$ cat src/rtl/oc_ram_pkg.sv
package oc_ram_pkg;

  typedef enum logic [1:0] {
    OP_IDLE  = 2'd0,
    OP_READ  = 2'd1,
    OP_WRITE = 2'd2
  } ram_op_e;

  // Enable is active low; select low writes, high reads.
  function automatic ram_op_e decode_op(input logic en_n, input logic wsel_n);
    if (en_n)        return OP_IDLE;
    else if (wsel_n) return OP_READ;
    else             return OP_WRITE;
  endfunction

endpackage

$ cat src/rtl/oc_ram_array.sv
module oc_ram_array
  import oc_ram_pkg::*;
#(
  parameter int ADDR_W = 4,
  parameter int DATA_W = 4
) (
  input  logic              clk,
  input  logic              rst_n,
  input  ram_op_e           op,
  input  logic [ADDR_W-1:0] addr,
  input  logic [DATA_W-1:0] wdata,
  output logic [DATA_W-1:0] rdata
);

  localparam int DEPTH = 1 << ADDR_W;

  logic [DATA_W-1:0] mem_q [DEPTH];
  logic [DATA_W-1:0] mem_d [DEPTH];
  logic              word_we [DEPTH];

  for (genvar g = 0; g < DEPTH; g++) begin : g_word
    always_comb begin
      word_we[g] = (op == OP_WRITE) && (addr == ADDR_W'(g));
      mem_d[g]   = mem_q[g];
      if (word_we[g]) mem_d[g] = wdata;
    end

    always_ff @(posedge clk or negedge rst_n) begin
      if (!rst_n) mem_q[g] <= '0;
      else        mem_q[g] <= mem_d[g];
    end
  end

  assign rdata = mem_q[addr];

  // a write is visible at its address on the next cycle
  p_write_lands_r3: assert property (@(posedge clk) disable iff (!rst_n)
    (op == OP_WRITE) |=> (mem_q[$past(addr)] == $past(wdata)));

  // an idle cycle leaves the addressed word untouched
  p_idle_hold_r2: assert property (@(posedge clk) disable iff (!rst_n)
    (op == OP_IDLE) |=> (mem_q[$past(addr)] == $past(rdata)));

endmodule

$ cat src/rtl/oc_ram_driver.sv
module oc_ram_driver
  import oc_ram_pkg::*;
#(
  parameter int DATA_W = 4
) (
  input  ram_op_e           op,
  input  logic [DATA_W-1:0] rdata,
  output logic [DATA_W-1:0] pull
);

  logic [DATA_W-1:0] cmpl;

  // Complement bit 0 sinks the line; complement bit 1 leaves it released.
  always_comb begin
    cmpl = ~rdata;
    pull = '0;
    if (op == OP_READ) pull = ~cmpl;
  end

endmodule

$ cat src/rtl/oc_bus_resolve.sv
module oc_bus_resolve #(
  parameter int DATA_W = 4
) (
  input  logic [DATA_W-1:0] own_pull,
  input  logic [DATA_W-1:0] ext_pull,
  output logic [DATA_W-1:0] line,
  output logic [DATA_W-1:0] restored
);

  for (genvar b = 0; b < DATA_W; b++) begin : g_line
    // Pull-up wins unless some device sinks the line.
    assign line[b]     = (own_pull[b] || ext_pull[b]) ? 1'b0 : 1'b1;
    assign restored[b] = !line[b];
  end

endmodule

$ cat src/rtl/oc_nibble_ram.sv
module oc_nibble_ram
  import oc_ram_pkg::*;
#(
  parameter int ADDR_W = 4,
  parameter int DATA_W = 4
) (
  input  logic              clk,
  input  logic              rst_n,
  input  logic [ADDR_W-1:0] addr,
  input  logic [DATA_W-1:0] din,
  input  logic              mem_en_n,
  input  logic              wr_n,
  input  logic [DATA_W-1:0] ext_pull,
  output logic [DATA_W-1:0] oc_pull,
  output logic [DATA_W-1:0] line_level,
  output logic [DATA_W-1:0] dout
);

  ram_op_e           op;
  logic [DATA_W-1:0] rdata;

  assign op = decode_op(mem_en_n, wr_n);

  oc_ram_array #(.ADDR_W(ADDR_W), .DATA_W(DATA_W)) u_array (
    .clk   (clk),
    .rst_n (rst_n),
    .op    (op),
    .addr  (addr),
    .wdata (din),
    .rdata (rdata)
  );

  oc_ram_driver #(.DATA_W(DATA_W)) u_driver (
    .op    (op),
    .rdata (rdata),
    .pull  (oc_pull)
  );

  oc_bus_resolve #(.DATA_W(DATA_W)) u_resolve (
    .own_pull (oc_pull),
    .ext_pull (ext_pull),
    .line     (line_level),
    .restored (dout)
  );

  // disabled device releases every line
  p_release_off_r5: assert property (@(posedge clk) disable iff (!rst_n)
    mem_en_n |-> (oc_pull == '0));

  // write cycle releases every line
  p_release_wr_r6: assert property (@(posedge clk) disable iff (!rst_n)
    (!mem_en_n && !wr_n) |-> (oc_pull == '0));

  // alone on the bus, a read restores the stored word
  p_restore_r8: assert property (@(posedge clk) disable iff (!rst_n)
    (!mem_en_n && wr_n && ext_pull == '0) |-> (dout == rdata));

  // a line sunk by another device reads low
  p_wired_and_r7: assert property (@(posedge clk) disable iff (!rst_n)
    (ext_pull != '0) |-> ((line_level & ext_pull) == '0));

endmodule

$ cat config.mk
export PLATFORM = sky130hd
export DESIGN_NAME = oc_nibble_ram
export DESIGN_NICKNAME = d
export VERILOG_FILES = /design/src/rtl/oc_ram_pkg.sv /design/src/rtl/oc_ram_array.sv /design/src/rtl/oc_ram_driver.sv /design/src/rtl/oc_bus_resolve.sv /design/src/rtl/oc_nibble_ram.sv
export SDC_FILE = /design/constraint.sdc
export NUM_CORES = 1
export LEC_CHECK = 0
export ABC_AREA = 1
export BUFFER_PORTS_ARGS = -buffer_cell sky130_fd_sc_hd__buf_4
export CAP_MARGIN = 10
export CORE_MARGIN = 3
export CORE_UTILIZATION = 55
export CTS_CLUSTER_SIZE = 10
export DETAILED_ROUTE_END_ITERATION = 8
export PLACE_DENSITY = 0.72
export SYNTH_ARGS = -nofsm -noshare
export SYNTH_HDL_FRONTEND = slang
export SYNTH_HIERARCHICAL = 1
export SYNTH_SLANG_ARGS = --single-unit
$ cat constraint.sdc
create_clock -name clk -period 1.7 [get_ports clk]
set_input_delay 0 -clock clk [delete_from_list [all_inputs] [get_ports clk]]
set_output_delay 0 -clock clk [all_outputs]
set_load 0.02 [all_outputs]
==> out/qor.yml <==
period_share_pct: 92.2
vias: 2848
p_comb_share_pct: 18.2
clk_pin_slew_ns: 0.07
synth_area_leaders: "dfrtp_1, nand2_1, o21ai_0"
largest_reg_flops: 64
critPathCaptureType: "output port"
gp_routability_congestion: 0.833
yosys-top-cells-count: "nand2_1, dfrtp_1, o21ai_0, inv_1, o21ai_1"
slowest_delay_ns: 0.35
clockPowerShare_pct: 33.8
start_kind: "flop"
h-tree-depth: 3
wl_per_cell_um: 13.9
path_cells: "nand2_1, nand2_2, nand2_2, nand2_1, nand2_1, nand2_1, inv_1, nand2_1, inv_2, nor2_4, inv_2, nand2_2, buf_6"
dp_hpwl_um: 4830
synth_top_area_share_pct: 49.2
clock_path_buffers: 2
drtPass1Iterations: 5
syn_inst: 450
fillers: 540
cpMostUsedCell: "nand2_1"
antenna_found_initial: 0
antennaDiodeCount: 0
numPortBuffers: 27
synth.ff_latch_count: 64
grtUsageTotal_pct: 24.1
post-route-util_pct: 67.0
layout.cells.non_filler: 555
syn_avg_cell_area_um2: 7.23
root_buffer: "clkbuf_8"
setup_violations: 0
io_pins: 28
required_ns: 1.70
grt_max_degree: 65
synth_most_common_cell: "nand2_1"
p_int_w: 0.00282
core-area_um2: 5610
dieArea_um2: 6870
ys.flop_type: "dfrtp_1"
rsz0062_at_grt: "yes"
hold_class: "in2reg"
cts_made_buffers: 9
syn_nets: 466
async_flop_share_pct: 100
top_register: "u_array/mem_q"
clock.fmax_ghz: 0.638
grt_pass1_wl_um: 13300
drcViolationCount: 0
fin_worst_skew_ns: 0
clkSinkCount: 64
pwr-share-seq_pct: 48.1
ys_seq_area_share_pct: 49.2
area_delta_synth_final_pct: 15.6
worst_pin_slew_ns: 0.802
start_util_pct: 58.0
switchingPower_w: 0.00117
drt_wl_total_um: 7710
synth_cell_type_count: 18
drt-vias-per-instance: 5.13
whs_ns: 0.0937
yosysTopAreaCell: "dfrtp_1"
netlist_area_um2: 3250
slowest_stage: "dfrtp_1"
finalSetupTns_ns: 0
grt.overflow.total: 0
cts_tree: "built"
outcome: "complete, no violations"
grt_pass1_vias: 2734
clkLatencyLatePin_ns: 0.34
arrival_ns: 1.57
core.rowCount: 27
worstPathMaxFanout: 3
worst_slack_ns: 0.133
dpl_worst_slack_ns: 0.222
maxCapViolCount: 0
ir_drop_mv: 0.671
slew_violations: 0
ys.warnings.count: 6
drtAntennaViolNets: 0
drt_iter0_markers: 230
drive_gt1_share_pct: 16.1
fp.dieW_um: 82.9
cellLeakagePower_nw: 1.98
final_hold_viol_count: 0
dp.cells: 536
p_per_area_nw_per_um2: 1060
min_period_ns: 1.57
synth_edf_count: 0
slew_headroom_pct: 46.5
largestRegisters: "u_array/mem_q x64"
path_class: "reg2out"
netSwitchingFraction_pct: 29.3
fin_nets: 494
die_h_um: 82.9
-- power groups by stage --
stage               logic, W  registers (W)  clock network (W)
floorplan           0.000506        0.00190                  0
global placement    0.000673        0.00193                  0
detailed placement  0.000687        0.00194                  0
CTS                 0.000692        0.00191            0.00137
global route        0.000849        0.00194            0.00143
finish              0.000723        0.00191            0.00135
-- cell type report --
type / count / area [um^2] / share of cell area, %
tap: 72 / 90.1 / 2.40
clock inverter: 3 / 40.0 / 1.06
multi-input combinational: 340 / 1480 / 39.3
clock buffer: 13 / 159 / 4.23
timing repair buffer: 31 / 267 / 7.09
sequential: 64 / 1600 / 42.6
inverter: 32 / 125 / 3.33
-- critical path: cells and delay by family (launching register included) --
kind | cells | cell delay, ns
buffers and inverters | 4 | 0.24
DFF | 1 | 0.35
and+or+nand+nor | 9 | 0.63
-- metrics by stage --
stage / power [W] / area (um^2)
finish: 0.00398 / 3760
global route: 0.00423 / 3760
CTS: 0.00398 / 3700
detailed placement: 0.00262 / 3480
global placement: 0.00261 / 3480
floorplan: 0.00241 / 3250
-- layout by cell type, fill, tap and decap left out --
cell and n:
nor2_2 6, bufinv_16 1, o21ai_1 20, clkinv_2 2, dlygate4sd3_1 1, buf_4 24
buf_12 1, nor3_2 1, inv_4 2, buf_6 5, nand2_1 246, nor2_4 4
o21ai_0 44, clkbuf_8 11, nor2_1 3, inv_2 5, dfrtp_1 64, nor3_4 3
inv_1 25, clkbuf_1 2, nand2_2 13
-- metal layers --
| metal | vias to the layer above | GRT usage (%) | wire [um] |
|---|---|---|---|
| met5 | - | 0 | 0 |
| met4 | 0 | 8.02 | 68 |
| met3 | 7 | 6.94 | 474 |
| met2 | 86 | 35.1 | 3340 |
| met1 | 1312 | 34.8 | 3820 |
| li1 | 1443 | - | - |
-- kinds of logic after synthesis --
| logic type | share of synthesized area, % |
|---|---|
| and+or+nand+nor | 34.6 |
| DFF | 49.2 |
| AOI/OAI and AO/OA | 9.85 |
| buffers and inverters | 6.31 |
-- final timing paths --
check                                  start                end  slack (ns)  cells after the start
min in group asynchronous              rst_n  u_array/mem_q[40]        0.28                      2
hold / removal                       addr[2]  u_array/mem_q[17]        0.09                      4
setup / recovery           u_array/mem_q[38]            dout[2]        0.13                     13
setup reg to reg           u_array/mem_q[36]  u_array/mem_q[36]        0.93                      3
hold reg to reg            u_array/mem_q[55]  u_array/mem_q[55]        0.49                      2
max in group asynchronous              rst_n  u_array/mem_q[12]        0.88                      2
-- repair_timing --
item | in CTS | in global routing
hold buffers | 1 | 0
resized for setup | 1 | 18
endpoints found under the hold margin | 64 | 0
pin swaps | 0 | 11
setup endpoints to repair | 1 | 12
setup buffers | 0 | 2
Power figures use the tool's default switching activity.
